**src/rtl/fpm_dram_pkg.sv**
```systemverilog
package fpm_dram_pkg;
  typedef enum logic [3:0] {
    ST_PWRUP,
    ST_IDLE,
    ST_RCD,
    ST_CSET,
    ST_CAS,
    ST_CPRE,
    ST_OPEN,
    ST_PRECH,
    ST_REF_CAS,
    ST_REF_RAS
  } seq_state_e;
endpackage

```
**src/rtl/dram_addr_split.sv**
```systemverilog
module dram_addr_split #(
  parameter int ROW_W = 13,
  parameter int COL_W = 10,
  parameter int MA_W  = 13
) (
  input  logic [ROW_W+COL_W-1:0] addr,
  output logic [ROW_W-1:0]       row,
  output logic [MA_W-1:0]        row_bus,
  output logic [MA_W-1:0]        col_bus
);
  logic [COL_W-1:0] col;

  assign row = addr[ROW_W+COL_W-1:COL_W];
  assign col = addr[COL_W-1:0];

  // pad whichever field is narrower than the shared address bus
  generate
    if (MA_W > ROW_W) begin : g_row_pad
      assign row_bus = {{(MA_W-ROW_W){1'b0}}, row};
    end else begin : g_row_full
      assign row_bus = row;
    end
    if (MA_W > COL_W) begin : g_col_pad
      assign col_bus = {{(MA_W-COL_W){1'b0}}, col};
    end else begin : g_col_full
      assign col_bus = col;
    end
  endgenerate
endmodule

```
**src/rtl/dram_ref_timer.sv**
```systemverilog
module dram_ref_timer #(
  parameter int INTERVAL = 1560
) (
  input  logic clk,
  input  logic rst_n,
  input  logic en,
  input  logic ack,
  output logic pend
);
  localparam int TW = $clog2(INTERVAL + 1);

  logic [TW-1:0] tcnt;

  always_ff @(posedge clk) begin
    if (!rst_n) begin
      tcnt <= '0;
      pend <= 1'b0;
    end else begin
      if (ack) pend <= 1'b0;
      if (en) begin
        if (tcnt == TW'(INTERVAL - 1)) begin
          tcnt <= '0;
          pend <= 1'b1;
        end else begin
          tcnt <= tcnt + TW'(1);
        end
      end
    end
  end
endmodule

```
**src/rtl/dram_seq.sv**
```systemverilog
module dram_seq
  import fpm_dram_pkg::*;
#(
  parameter int ROW_W     = 13,
  parameter int COL_W     = 10,
  parameter int DW        = 8,
  parameter int MA_W      = 13,
  parameter int T_RCD     = 2,
  parameter int T_CAC     = 2,
  parameter int T_CP      = 1,
  parameter int T_RP      = 3,
  parameter int T_RAS     = 5,
  parameter int T_CSR     = 1,
  parameter int PWRUP_CYC = 20000,
  parameter int INIT_REF  = 8
) (
  input  logic                   clk,
  input  logic                   rst_n,
  input  logic                   req_valid,
  output logic                   req_ready,
  input  logic                   req_we,
  input  logic [ROW_W+COL_W-1:0] req_addr,
  input  logic [DW-1:0]          req_wdata,
  output logic                   rsp_valid,
  output logic [DW-1:0]          rsp_data,
  output logic [ROW_W+COL_W-1:0] op_addr,
  input  logic [ROW_W-1:0]       op_row,
  input  logic [MA_W-1:0]        row_bus,
  input  logic [MA_W-1:0]        col_bus,
  input  logic                   ref_pend,
  output logic                   ref_ack,
  output logic                   ref_en,
  output logic [MA_W-1:0]        dram_a,
  output logic                   dram_ras_n,
  output logic                   dram_cas_n,
  output logic                   dram_we_n,
  output logic                   dram_oe_n,
  output logic [DW-1:0]          dram_dq_o,
  output logic                   dram_dq_oe,
  input  logic [DW-1:0]          dram_dq_i
);
  localparam int CNT_W = ($clog2(PWRUP_CYC + 2) > 7) ? $clog2(PWRUP_CYC + 2) : 7;
  localparam int IRW   = $clog2(INIT_REF + 1);

  seq_state_e       state;
  logic [CNT_W-1:0] cnt;
  logic [IRW-1:0]   init_left;
  logic             have_op;
  logic             op_we;
  logic [DW-1:0]    op_wdata;
  logic [ROW_W-1:0] open_row;
  logic             accept;

  assign ref_en    = (init_left == '0);
  assign req_ready = ((state == ST_IDLE) || (state == ST_OPEN)) && !have_op && ref_en && !ref_pend;
  assign accept    = req_valid && req_ready;

  always_ff @(posedge clk) begin
    if (!rst_n) begin
      state      <= ST_PWRUP;
      cnt        <= CNT_W'(PWRUP_CYC - 1);
      init_left  <= IRW'(INIT_REF);
      have_op    <= 1'b0;
      op_we      <= 1'b0;
      op_addr    <= '0;
      op_wdata   <= '0;
      open_row   <= '0;
      rsp_valid  <= 1'b0;
      rsp_data   <= '0;
      ref_ack    <= 1'b0;
      dram_a     <= '0;
      dram_ras_n <= 1'b1;
      dram_cas_n <= 1'b1;
      dram_we_n  <= 1'b1;
      dram_oe_n  <= 1'b1;
      dram_dq_o  <= '0;
      dram_dq_oe <= 1'b0;
    end else begin
      rsp_valid <= 1'b0;
      ref_ack   <= 1'b0;
      if (cnt != '0) cnt <= cnt - CNT_W'(1);
      if (accept) begin
        have_op  <= 1'b1;
        op_we    <= req_we;
        op_addr  <= req_addr;
        op_wdata <= req_wdata;
      end
      case (state)
        ST_PWRUP: if (cnt == '0) state <= ST_IDLE;
        ST_IDLE: begin
          if (!ref_en || ref_pend) begin
            dram_cas_n <= 1'b0;
            cnt        <= CNT_W'(T_CSR - 1);
            state      <= ST_REF_CAS;
          end else if (have_op) begin
            dram_ras_n <= 1'b0;
            dram_a     <= row_bus;
            open_row   <= op_row;
            cnt        <= CNT_W'(T_RCD - 1);
            state      <= ST_RCD;
          end
        end
        ST_RCD: if (cnt == '0) begin
          dram_a     <= col_bus;
          dram_we_n  <= ~op_we;
          dram_dq_oe <= op_we;
          dram_dq_o  <= op_wdata;
          state      <= ST_CSET;
        end
        ST_CSET: begin
          dram_cas_n <= 1'b0;
          dram_oe_n  <= op_we;
          cnt        <= CNT_W'(T_CAC - 1);
          state      <= ST_CAS;
        end
        ST_CAS: if (cnt == '0) begin
          dram_cas_n <= 1'b1;
          dram_oe_n  <= 1'b1;
          dram_we_n  <= 1'b1;
          dram_dq_oe <= 1'b0;
          if (!op_we) begin
            rsp_valid <= 1'b1;
            rsp_data  <= dram_dq_i;
          end
          have_op <= 1'b0;
          cnt     <= CNT_W'(T_CP - 1);
          state   <= ST_CPRE;
        end
        ST_CPRE: if (cnt == '0) state <= ST_OPEN;
        ST_OPEN: begin
          if (ref_pend || (have_op && (op_row != open_row))) begin
            dram_ras_n <= 1'b1;
            cnt        <= CNT_W'(T_RP - 1);
            state      <= ST_PRECH;
          end else if (have_op) begin
            dram_a     <= col_bus;
            dram_we_n  <= ~op_we;
            dram_dq_oe <= op_we;
            dram_dq_o  <= op_wdata;
            state      <= ST_CSET;
          end
        end
        ST_PRECH: if (cnt == '0) state <= ST_IDLE;
        ST_REF_CAS: if (cnt == '0) begin
          dram_ras_n <= 1'b0;
          cnt        <= CNT_W'(T_RAS - 1);
          state      <= ST_REF_RAS;
        end
        ST_REF_RAS: if (cnt == '0) begin
          dram_ras_n <= 1'b1;
          dram_cas_n <= 1'b1;
          ref_ack    <= ref_en;
          if (!ref_en) init_left <= init_left - IRW'(1);
          cnt        <= CNT_W'(T_RP - 1);
          state      <= ST_PRECH;
        end
        default: state <= ST_IDLE;
      endcase
    end
  end
endmodule

```
**src/rtl/fpm_dram_ctrl.sv**
```systemverilog
module fpm_dram_ctrl #(
  parameter int ROW_W     = 13,
  parameter int COL_W     = 10,
  parameter int DW        = 8,
  parameter int T_RCD     = 2,
  parameter int T_CAC     = 2,
  parameter int T_CP      = 1,
  parameter int T_RP      = 3,
  parameter int T_RAS     = 5,
  parameter int T_CSR     = 1,
  parameter int REF_INT   = 1560,
  parameter int PWRUP_CYC = 20000,
  parameter int INIT_REF  = 8,
  localparam int AW       = ROW_W + COL_W,
  localparam int MA_W     = (ROW_W > COL_W) ? ROW_W : COL_W
) (
  input  logic            clk,
  input  logic            rst_n,
  input  logic            req_valid,
  output logic            req_ready,
  input  logic            req_we,
  input  logic [AW-1:0]   req_addr,
  input  logic [DW-1:0]   req_wdata,
  output logic            rsp_valid,
  output logic [DW-1:0]   rsp_data,
  output logic [MA_W-1:0] dram_a,
  output logic            dram_ras_n,
  output logic            dram_cas_n,
  output logic            dram_we_n,
  output logic            dram_oe_n,
  output logic [DW-1:0]   dram_dq_o,
  output logic            dram_dq_oe,
  input  logic [DW-1:0]   dram_dq_i
);
  logic [AW-1:0]    op_addr;
  logic [ROW_W-1:0] op_row;
  logic [MA_W-1:0]  row_bus;
  logic [MA_W-1:0]  col_bus;
  logic             ref_pend;
  logic             ref_ack;
  logic             ref_en;

  dram_addr_split #(.ROW_W(ROW_W), .COL_W(COL_W), .MA_W(MA_W)) u_split (
    .addr    (op_addr),
    .row     (op_row),
    .row_bus (row_bus),
    .col_bus (col_bus)
  );

  dram_ref_timer #(.INTERVAL(REF_INT)) u_tmr (
    .clk   (clk),
    .rst_n (rst_n),
    .en    (ref_en),
    .ack   (ref_ack),
    .pend  (ref_pend)
  );

  dram_seq #(
    .ROW_W(ROW_W), .COL_W(COL_W), .DW(DW), .MA_W(MA_W),
    .T_RCD(T_RCD), .T_CAC(T_CAC), .T_CP(T_CP), .T_RP(T_RP),
    .T_RAS(T_RAS), .T_CSR(T_CSR), .PWRUP_CYC(PWRUP_CYC), .INIT_REF(INIT_REF)
  ) u_seq (
    .clk        (clk),
    .rst_n      (rst_n),
    .req_valid  (req_valid),
    .req_ready  (req_ready),
    .req_we     (req_we),
    .req_addr   (req_addr),
    .req_wdata  (req_wdata),
    .rsp_valid  (rsp_valid),
    .rsp_data   (rsp_data),
    .op_addr    (op_addr),
    .op_row     (op_row),
    .row_bus    (row_bus),
    .col_bus    (col_bus),
    .ref_pend   (ref_pend),
    .ref_ack    (ref_ack),
    .ref_en     (ref_en),
    .dram_a     (dram_a),
    .dram_ras_n (dram_ras_n),
    .dram_cas_n (dram_cas_n),
    .dram_we_n  (dram_we_n),
    .dram_oe_n  (dram_oe_n),
    .dram_dq_o  (dram_dq_o),
    .dram_dq_oe (dram_dq_oe),
    .dram_dq_i  (dram_dq_i)
  );
endmodule

```
**config.mk**
```make
export PLATFORM = sky130hd
export DESIGN_NAME = fpm_dram_ctrl
export DESIGN_NICKNAME = d
export VERILOG_FILES = /design/src/rtl/fpm_dram_pkg.sv /design/src/rtl/dram_addr_split.sv /design/src/rtl/dram_ref_timer.sv /design/src/rtl/dram_seq.sv /design/src/rtl/fpm_dram_ctrl.sv
export SDC_FILE = /design/constraint.sdc
export NUM_CORES = 1
export LEC_CHECK = 0
export ABC_AREA = 1
export BUFFER_PORTS_ARGS = -buffer_cell sky130_fd_sc_hd__buf_2
export CAP_MARGIN = 15
export CORE_ASPECT_RATIO = 1.25
export CORE_MARGIN = 5
export CORE_UTILIZATION = 57
export CTS_CLUSTER_DIAMETER = 80
export DETAILED_ROUTE_END_ITERATION = 10
export GPL_TIMING_DRIVEN = 0
export PLACE_DENSITY = 0.87
export SETUP_SLACK_MARGIN = 0.1
export SYNTH_ARGS = -nofsm -noshare
export SYNTH_HDL_FRONTEND = slang
export SYNTH_SLANG_ARGS = --single-unit
```
**constraint.sdc**
```tcl
create_clock -name clk -period 2.4 [get_ports clk]
set_input_delay 0.24 -clock clk [delete_from_list [all_inputs] [get_ports clk]]
set_output_delay 0.24 -clock clk [all_outputs]
set_load 0.01 [all_outputs]
```
# Word level (Yosys, flattened, before mapping)
# Index checks and enable logic that the tools add are counted.
word_totals:
  reg_bits: 117
  inputBits: 43
  word_cells: 141
op_classes:
  add_sub_neg: 3
  bitwise_logic: 3
  n_mux: 54
  n_reduce_logical: 35
  eq_ne: 26
op_table:
  columns: ["op", "n"]
  rows:
  - ["15-bit 2-to-1 mux", 7]
  - ["15-bit one-hot mux with 6 select lines", 1]
  - ["13-bit 2-to-1 mux", 5]
  - ["4-bit 2-to-1 mux", 10]
  - ["13-bit one-hot mux with 3 select lines", 1]
  - ["4-bit one-hot mux with 9 select lines", 1]
  - ["8-bit 2-to-1 mux", 3]
  - ["1-bit 2-to-1 mux", 19]
  - ["2-bit by 1-bit inequality test with 1-bit output, second input constant", 9]
  - ["3-bit AND reduction", 6]
  - ["4-bit by 3-bit == test with 1-bit output, second input constant", 4]
  - ["8-bit one-hot mux with 2 select lines", 1]
  - ["15-bit logical NOT", 1]
  - ["15-bit nonzero test", 1]
  - ["15-bit by 1-bit subtractor with 15-bit output, second input constant", 1]
  - ["13-bit inequality test", 1]
  - ["6-bit AND reduction", 2]
  - ["11-bit by 1-bit adder with 11-bit output, second input constant", 1]
  - ["11-bit == test, second input constant", 1]
  - ["11-bit 2-to-1 mux", 1]
  - ["1-bit one-hot mux with 3 select lines", 3]
  - ["3-bit nonzero test", 3]
  - ["4-bit by 2-bit == test with 1-bit output, second input constant", 2]
  - ["4-bit == test, second input constant", 2]
  - ["other kinds (18)", 35]

# Logic depth before layout (Yosys ltp)
# Gate-level depths: netlist of the first run.
logic_depth:
  depth_word: 9
  mapped_depth: 14

# Cells and area by module
# Synthesis of the first run repeated with hierarchy kept, for this count alone.
unflattened:
  cells_unflattened: 827
  area_unflattened_um2: 5804.3
modules_own_cells:
  columns: ["module", "cells_each", "seq_area_each_um2", "n_inst", "area_per_inst_um2"]
  rows:
  - ["dram_seq", 697, 2102.0, 1, 4899.7]
  - ["dram_ref_timer", 90, 240.2, 1, 608.1]
  - ["dram_addr_split", 40, 0.0, 1, 296.5]

# Worst setup path before layout of the first run
# Ideal clock, no wire load.
synth_timing:
  path_kind: "register to register"
  from: "reg u_seq.init_left[0]"
  to: "reg u_seq.dram_a[10]"
  arrival_ps: 1669
  required_ps: 2288
  n_path_buf: 1
  path_stages_with_launch: 11
  path_slack_ps: 619
  path_cell_list: "dfxtp_1 -> inv_1 -> ha_1 -> nand3_2 -> nor2_1 -> a21oi_1 -> a211oi_4 -> nand3_2 -> buf_6 -> a21oi_2 -> nor2_1"
synth_between:
  elab_chain_len: 5
synth_rtl:
  columns: ["element", "line_no", "rtl"]
  rows:
  - ["start, declared", "dram_seq.sv:47", "logic [IRW-1:0] init_left;"]
  - ["start signal, assigned", "dram_seq.sv:62", "init_left <= IRW'(INIT_REF);"]
  - ["start signal, assigned", "dram_seq.sv:153", "if (!ref_en) init_left <= init_left - IRW'(1);"]
  - ["4-bit logical NOT", "dram_seq.sv:54", "assign ref_en = (init_left == '0);"]
  - ["1-bit logical NOT", "dram_seq.sv:91", "if (!ref_en || ref_pend) begin"]
  - ["1-bit logical OR", "dram_seq.sv:91", null]
  - ["2-bit inequality test (no line)", null, null]
  - ["6-bit AND reduction (no line)", null, null]
  - ["end signal, assigned", "dram_seq.sv:97", "dram_a <= row_bus;"]
  - ["end signal, assigned", "dram_seq.sv:104", "dram_a <= col_bus;"]
  - ["end signal, assigned", "dram_seq.sv:136", "dram_a <= col_bus;"]
  - ["end, declared", "dram_seq.sv:33", "output logic [MA_W-1:0] dram_a,"]
# No other way between the ends.
# A chain may end at the register's enable or synchronous reset.

# Worst setup path after layout of the first run
layout_timing:
  from: "reg u_seq.init_left[0]"
  to: "out req_ready"
layout_between:
  elab_chain_len: 3
layout_rtl:
  columns: ["element", "line_no", "rtl"]
  rows:
  - ["4-bit logical NOT", "dram_seq.sv:54", null]
  - ["1-bit logical AND (2 in series)", "dram_seq.sv:55", "assign req_ready = ((state == ST_IDLE) || (state == ST_OPEN)) && !have_op && ref_en && !ref_pend;"]
  - ["end, declared", "fpm_dram_ctrl.sv:20", "output logic req_ready,"]
# No other way between the ends.

==> parameters.txt, run 1 <==
Parameter                              Value

Run status
  Run status    complete, no violations

Timing
  Peak clock frequency supported by timing    455 MHz
  Slew of the pin with the lowest slew margin    approximately 0.6 ns
  Final period util    around nine tenths
  Endpoints failing hold    0
  Final setup violating endpoints    0
  Final min period    between 2 and 2.5 ns
  Count of pins over their slew limit    0
  Unrepaired setup endpoints after global routing    false
  Total negative setup slack    0 ns
  Slew Limit Headroom    ~60%
  Post-route clock skew    0.00723 ns

Drt
  Initial detailed-routing violation count    ~520
  Wire length reported by the detailed router    approximately 16 mm
  Remaining design rule violation count    0
  Overall via count from detail_route    5,682
  Pre-antenna DRT Iters    6
  Wire length per cell after detailed routing    around 16 um
  Vias per inst    5.77
  Number of antenna-violating nets in the routed design    0

Synthesis
  Async S/R FF share, synth    0%
  Post-synthesis register bit count    between 100 and 150
  Number of distinct standard cells referenced by the synthesized netlist    43
  Avg Inst Size Synth    around 7 um^2
  Post-synthesis cell area    5360 um^2
  Sequential area share after synthesis    a little over two fifths
  Yosys Warn Count    0
  Main synth FF type    dfxtp_1
  Syn nets    ~800
  Post-Syn Instances    ~750
  Number of enable flip-flop cells after synthesis    0

Setup path
  Worst stage delay on the critical path    around 0.30 ns
  Arrival time at the worst endpoint    between 1.5 and 2 ns
  Internal reg-to-reg setup slack    ~0.23 ns
  Cells along the critical path    inv_2 > ha_4 > nand3_4 > nor2_4 > and3_1 > buf_6 > buf_4 > buf_2
  Critical path peak fanout    10
  Slowest library cell on the worst path    dfxtp_1
  Endpoint of the lowest-slack register-to-register path    u_seq.dram_ras_n
  Kind of cell with the highest combined delay on the critical path    buffers and inverters
  Kind of capture point of the worst setup path    primary output
  Required time of the critical path    roughly 2.2 ns
  Reg-to-Reg Start    u_seq.cnt[4]
  WP buf/inv    4
  Setup CP Type    register to primary output
  Worst Reg-to-Reg Cells    9
  Startpoint kind of the worst setup timing path    register

Cells and area
  Number of inserted filler cells in the final layout    ~700
  Diode count    0
  Footprint of the flip-flops and latches    about 2300 um^2
  Multi-input gate area    about 2600 um^2
  Area growth from synthesis to final layout    23.2%
  Count of nets after finishing    between 800 and 900
  Layout cells sized above 1    18.9%

Place
  Final HPWL from detailed placement    approximately 11 mm
  Placer congestion estimate    about 0.96
  Port Buf Inserts    77

Clock tree
  Number of buffers created by CTS    17
  CTS tree    yes
  Hold buffer count at CTS    0
  CTS root buffer    clkbuf_16
  Number of clock sinks    117
  Insertion delay of the later-clocked pin in the worst-skew pair    ~0.42 ns
  Maximum level of the CTS H-tree    4
  Clock transition at path regs    about 0.050 ns
  Deepest clock path buffer count    2

Pwr
  Share of total power consumed by net switching    a little under a third
  Combinational group share of total power    between 20% and 30%
  Power density normalized to cell area    around 960 nW/um^2
  Peak supply drop    0.754 mV
  Internal Dissipation    0.00441 W
  Part of the total power dissipated in the clock network    between 40 and 50%
  Reported net switching power    around 0.0019 W
  Leakage power of the design    around 2.7 nW
  Part of the total power dissipated in sequential elements    between 30% and 40%
  Power, Total    approximately 0.0063 W

Floorplan
  Y dimension of the die    118 um
  Number of rows in the core area    39
  Core Area    between 9000 and 10,000 um^2
  Die outline width    between 90 and 100 um
  Starting utilization of the core area    ~60%
  DIE AREA    11,500 um^2
  Top Ports    around 80

Global route
  Overall fraction of global-route tracks in use    a little over a quarter
  Maximum number of pins on one net before global-route repair    17
  Global-route wire length before repair    between 20 and 30 mm
  Vias in the first global route    around 5,600
  Total grt overflow    0
  Initial antenna violation count    0

Worst hold path
  Worst min-delay path startpoint    req_addr[6]
  Number of instances on the worst hold path    3
  Class of the most critical hold timing path    input port to register
  Hold path endpoint    u_seq.op_addr[6]

Flow run
  Reported max-cap violation count    0
## layout make-up
class,count,share of cell area [%]
Multi-Input combinational cell,524,39.3
Timing Repair Buffer,78,5.95
Tap cell,123,2.33
Clock inverter,8,2.16
Buffer,33,2.54
Clock buffer,24,7.75
Inverter,77,4.38
Sequential cell,117,35.6
## layer usage
metal | share of wire (%) | wire length (um) | vias to the layer above | global-route usage, %
met3 | 7.4 | 1150 | 65 | 7.90
met5 | 0 | 0 | - | 0
met2 | 52 | 8130 | 309 | 47.9
met4 | 3.7 | 573 | 0 | 14.4
met1 | 36 | 5660 | 2622 | 28.0
li1 | - | - | 2686 | -
## worst reg2reg max path, delay by kind of cell, from the launching register on
kind	cells	cell delay, ns
DFF	1	0.33
and+or+nand+nor	9	1.71
## cell families (layout without fill, tap and decap cells)
logic type               Yosys count  in the layout  synth area share [%]
AND/OR/NAND/NOR                  348            348                  29.2
AO/OA/AOI/OAI                    164            164                  16.4
flip-flops                       117            117                  43.7
buffers and inverters            110            220                  8.45
XOR/XNOR                           7              7                  1.14
adder cells (fa/ha/maj)            5              5                  1.17
## synth_stat cells, types with 2 or more instances
master      n  share of area, %
nand4_1    27               3.2
buf_2      11               1.0
o211ai_1    4              0.56
nand3b_1    3              0.42
nand3_1    46               4.3
clkbuf_1   16               1.1
inv_1      67               4.7
o21ai_0    48               4.5
nor3_2      2              0.37
nand2_2     3              0.35
nand3_2     6               1.1
xor2_1      5              0.82
nor2_1     55               3.9
o21ai_1     4              0.37
and3_1      2              0.23
nor4_1      3              0.35
buf_6       2              0.42
xnor2_1     2              0.33
a21oi_1    97               9.1
nor3_1     10              0.93
inv_2      10              0.70
nor2_4      2              0.42
dfxtp_1   117                44
ha_1        5               1.2
a21oi_2     2              0.33
buf_4       3              0.42
nor2_2      4              0.47
nand2_1   180                13
## sequential cells by signal, indices dropped and copies added, names as in the netlist, 4 cells and up
name / count
u_seq.cnt: 15
u_tmr.tcnt: 11
u_seq.state: 4
u_seq.op_addr: 23
u_seq.rsp_data: 8
u_seq.dram_dq_o: 8
u_seq.open_row: 13
u_seq.op_wdata: 8
u_seq.init_left: 4
u_seq.dram_a: 13
## cell usage in the layout (no fill, tap or decap), drive strengths merged, types with 12 or more instances in the layout
master and n:
nor2 61, nand2 183, o21ai 52, nand3 52, a21oi 99, dfxtp 117, nand4 27, nor3 12
buf 95, clkbuf 40, inv 77
## worst max path at each step
stage | from | end | slack (ns) | cells after the start
6_report | u_seq.init_left[0] | req_ready | 0.20 | 8
5_1_grt | u_seq.init_left[1] | req_ready | 0.11 | 8
4_1_cts | u_seq.state[0] | req_ready | 0.10 | 8
3_5_place_dp | u_seq.init_left[0] | u_seq.dram_a[5] | 0.19 | 10
3_3_place_gp | u_seq.init_left[0] | u_seq.dram_a[8] | 0.28 | 10
2_1_floorplan | u_seq.init_left[0] | u_seq.dram_a[10] | 0.62 | 10
## stage by stage
| stage | hold WS (ns) | util (%) | instance area (um^2) | setup WS, ns | cells |
|---|---|---|---|---|---|
| final | 0.0922 | 72.0 | 6610 | 0.202 | 984 |
| after global routing | 0.0942 | 72.0 | 6610 | 0.111 | 984 |
| after CTS | 0.0902 | 71.8 | 6580 | 0.102 | 983 |
| after detailed placement | 0.449 | 64.3 | 5900 | 0.192 | 951 |
| after global placement | 0.439 | 64.3 | 5900 | 0.283 | 951 |
| after floorplan | 0.404 | - | 5360 | 0.619 | 751 |
## repair_timing
item / 4_1_cts / 5_1_grt
setup endpoints to repair: 1 / 1
resized for setup: 5 / 7
pin swaps: 0 / 1
buffers inserted: 0 / 1
## power by group through the flow
stage / logic, W / registers, W / clock network (W)
2_1_floorplan: 0.000928 / 0.00221 / 0
3_3_place_gp: 0.00121 / 0.00221 / 0
3_5_place_dp: 0.00126 / 0.00221 / 0
4_1_cts: 0.00131 / 0.00218 / 0.00278
5_1_grt: 0.00146 / 0.00220 / 0.00289
6_report: 0.00134 / 0.00219 / 0.00278
(Power assumes the default switching activity.)
==> inputs of run 2 (changes only) <==
--- a/config.mk
+++ b/config.mk
@@ -10,7 +10,7 @@
 export CAP_MARGIN = 15
 export CORE_ASPECT_RATIO = 1.25
 export CORE_MARGIN = 5
-export CORE_UTILIZATION = 57
+export CORE_UTILIZATION = 58
 export CTS_CLUSTER_DIAMETER = 80
 export DETAILED_ROUTE_END_ITERATION = 10
 export GPL_TIMING_DRIVEN = 0
@@ -18,4 +18,5 @@
 export SETUP_SLACK_MARGIN = 0.1
 export SYNTH_ARGS = -nofsm -noshare
 export SYNTH_HDL_FRONTEND = slang
+export SYNTH_HIERARCHICAL = 1
 export SYNTH_SLANG_ARGS = --single-unit
==> parameters.txt, run 2 <==
Parameter                              Value

Setup path
  Kind of cell with the highest combined delay on the critical path    buffers and inverters
  WP buf/inv    4 (unchanged)
  Worst stage delay on the critical path    0.30 ns (about the same)
  Required time of the critical path    2.16 ns (about the same)
  Startpoint kind of the worst setup timing path    register
  Critical path peak fanout    10 (unchanged)
  Cells along the critical path    inv_1 > ha_1 > nand3_1 > inv_2 > nand2_1 > nor2_4 > buf_6 > buf_2
  Setup CP Type    register to primary output
  Slowest library cell on the worst path    dfxtp_1
  Kind of capture point of the worst setup path    primary output
  Arrival time at the worst endpoint    1.88 ns (-0.08 ns)

Synthesis
  Main area contributors after synthesis    dfxtp_1 (40%), nand2_1 (13%), a21oi_1 (6.5%)
  Mux share of post-synthesis cell area    0.172% (+0.17 points)
  Share of synthesized cell area in and, or, nand and nor gates    31.3% (+2.1 points)
  Number of enable flip-flop cells after synthesis    0 (unchanged)
  Adder-cell area share of the yosys netlist    1.08% (-0.089 points)
  Avg Inst Size Synth    7.02 um^2 (-1.7%)
  Share of the synthesized area in the top cell type    40.4% (-3.3 points)
  Post-synthesis cell area    5800 um^2 (+8.3%)
  Top-count cell post-synth    nand2_1
  Yosys Warn Count    6 (+6)
  Number of distinct standard cells referenced by the synthesized netlist    44 (+2.3%)
  Top post-synthesis cells by count    nand2_1 (206), dfxtp_1 (117), nor2_1 (95)
  Post-synthesis register bit count    117 (unchanged)
  Post-Syn Instances    827 (+10%)
  Xor/xnor share of the synthesized area    1.66% (+0.52 points)
  Main combinational cell family by area after synthesis    simple AND/OR/NAND/NOR gates
  Main synth FF type    dfxtp_1
  Cell accounting for the most synthesized area    dfxtp_1
  Async S/R FF share, synth    0% (unchanged)
  Sequential area share after synthesis    40.4% (-3.3 points)
  Area fraction in compound gates after synthesis    12.2% (-4.2 points)

Floorplan
  Number of rows in the core area    40 (+2.6%)
  Starting utilization of the core area    59.8% (+1.3 points)
  Top Ports    79 (unchanged)
  Y dimension of the die    122 um (+2.9%)
  DIE AREA    12,100 um^2 (+5.8%)
  Core Area    9710 um^2 (+5.8%)
  Die outline width    99.5 um (+2.8%)

Clock tree
  Number of clock sinks    117 (unchanged)
  Number of buffers created by CTS    17 (unchanged)
  CTS root buffer    clkbuf_16
  Insertion delay of the later-clocked pin in the worst-skew pair    0.42 ns (about the same)
  Deepest clock path buffer count    2 (unchanged)
  CTS tree    yes
  Clock transition at path regs    0.06 ns (about the same)
  Maximum level of the CTS H-tree    4 (unchanged)

Drt
  Pre-antenna DRT Iters    7 (+1)
  Remaining design rule violation count    0 (unchanged)
  Wire length per cell after detailed routing    14.0 um (-11%)
  Number of antenna-violating nets in the routed design    0 (unchanged)
  Overall via count from detail_route    5,673 (-0.16%)
  Wire length reported by the detailed router    14.9 mm (-3.9%)
  Initial detailed-routing violation count    438 (-15%)
  Vias per inst    5.32 (-7.8%)

Timing
  Final setup violating endpoints    0 (unchanged)
  Final min period    2.12 ns (-0.0800 ns)
  Final period util    88.3% (-3.3 points)
  Count of pins over their slew limit    0 (unchanged)
  Total negative setup slack    0 ns (unchanged)
  Unrepaired setup endpoints after global routing    false
  Post-route clock skew    0.0130 ns (+0.00576 ns)
  Slew of the pin with the lowest slew margin    0.693 ns (+0.0913 ns)
  Smallest hold slack    0.0426 ns (-0.0496 ns)
  Endpoints failing hold    0 (unchanged)
  Peak clock frequency supported by timing    472 MHz (+3.8%)
  Slew Limit Headroom    53.8% (-6.1 points)

Cells and area
  Max FFs per register    23 (unchanged)
  Area growth from synthesis to final layout    19.6%
  Commonest cells after routing, fill and taps aside    nand2_1 (206), dfxtp_1 (117), nor2_1 (95), buf_2 (83), a21oi_1 (75)
  Layout cells sized above 1    21.8% (+2.9 points)
  Diode count    0 (unchanged)
  Most frequent standard cell in the layout excluding fill and tap cells    nand2_1
  Biggest registers after layout    u_seq/op_addr: 23 flops, u_seq/cnt: 15 flops
  Final Util    71.5% (-0.52 points)
  Count of nets after finishing    975 (+8.8%)
  Largest register by flop count    u_seq/op_addr

Pwr
  Peak supply drop    0.497 mV (-34%)
  Combinational group share of total power    6.9% (-14 points)
  Share of total power consumed by net switching    25.6% (-4.6 points)
  Internal Dissipation    0.00355 W (-20%)
  Reported net switching power    0.00122 W (-36%)
  Power density normalized to cell area    686 nW/um^2 (-28%)
  Leakage power of the design    3.14 nW (+14%)
  Part of the total power dissipated in sequential elements    42.3% (+7.6 points)
  Part of the total power dissipated in the clock network    50.8% (+6.7 points)
  Power, Total    0.00476 W (-24%)

Place
  Final HPWL from detailed placement    10.5 mm (about the same)
  Placer congestion estimate    0.905 (-6.2%)
  Port Buf Inserts    77 (unchanged)

Global route
  Initial antenna violation count    0 (unchanged)
  Overall fraction of global-route tracks in use    25.2% (-1.6 points)
  Maximum number of pins on one net before global-route repair    17 (unchanged)
  Global-route wire length before repair    24.2 mm (-4.3%)
  Vias in the first global route    5,452 (-2.6%)
  Total grt overflow    0 (unchanged)

Worst hold path
  Class of the most critical hold timing path    input port to register

Run status
  Run status    complete, no violations

Flow run
  Reported max-cap violation count    0 (unchanged)
run 2: stage by stage:
step,instances,setup slack [ns],instance area (um^2)
finish,1066,0.282,6940
global route,1066,0.156,6940
global placement,1032,0.358,6350
CTS,1065,0.202,6930
detailed placement,1032,0.312,6350
floorplan,829,0.630,5810
run 2: cell type report:
type | instances | area [um^2]
inverter | 79 | 299
multi-input combinational | 564 | 2700
clock inverter | 15 | 145
timing repair buffer | 79 | 400
tap | 126 | 158
buffer | 69 | 469
clock buffer | 17 | 425
sequential | 117 | 2340
fill | 775 | 2770
run 2: cells by family (layout without fill, tap and decap cells):
group	after synthesis	in the layout
XOR/XNOR	11	11
multiplexers	1	1
AO/OA/AOI/OAI	131	131
buffers and inverters	148	259
flip-flops	117	117
AND/OR/NAND/NOR	413	413
adder cells (fa/ha/maj)	5	5
other	1	3
run 2: worst paths after layout:
check	from	to	slack, ns	depth (start not counted)
min reg2reg	u_seq/dram_a[10]	u_seq/dram_a[10]	0.46	2
max reg2reg	u_seq/op_addr[22]	u_seq/dram_dq_o[6]	0.38	16
max	u_seq/init_left[0]	req_ready	0.28	8
min	dram_dq_i[2]	u_seq/rsp_data[2]	0.04	3
run 2: worst register-to-register path, delay by kind of cell (launching register included):
family	cells	cell delay, ns
and+or+nand+nor	12	1.02
buffers and inverters	4	0.54
DFF	1	0.39
run 2: power groups by stage:
stage	clock network, W	registers, W	logic (W)
after floorplan	0	0.00205	0.000224
after global placement	0	0.00206	0.000314
after detailed placement	0	0.00206	0.000321
after CTS	0.00244	0.00201	0.000325
after global routing	0.00255	0.00202	0.000366
final	0.00242	0.00202	0.000328
run 2: what timing repair did:
action | in CTS | in global routing
endpoints found under the setup margin | 1 | 1
gates resized for setup | 1 | 0
buffers inserted | 1 | 1
hold buffers | 0 | 0
pin swaps | 1 | 0
run 2: routing by layer:
metal	vias up	global-route usage [%]	wire length [um]
met2	222	44.6	7600
met5	-	0	0
met4	0	16.8	723
li1	2832	-	-
met1	2571	25.9	5710
met3	48	6.59	863
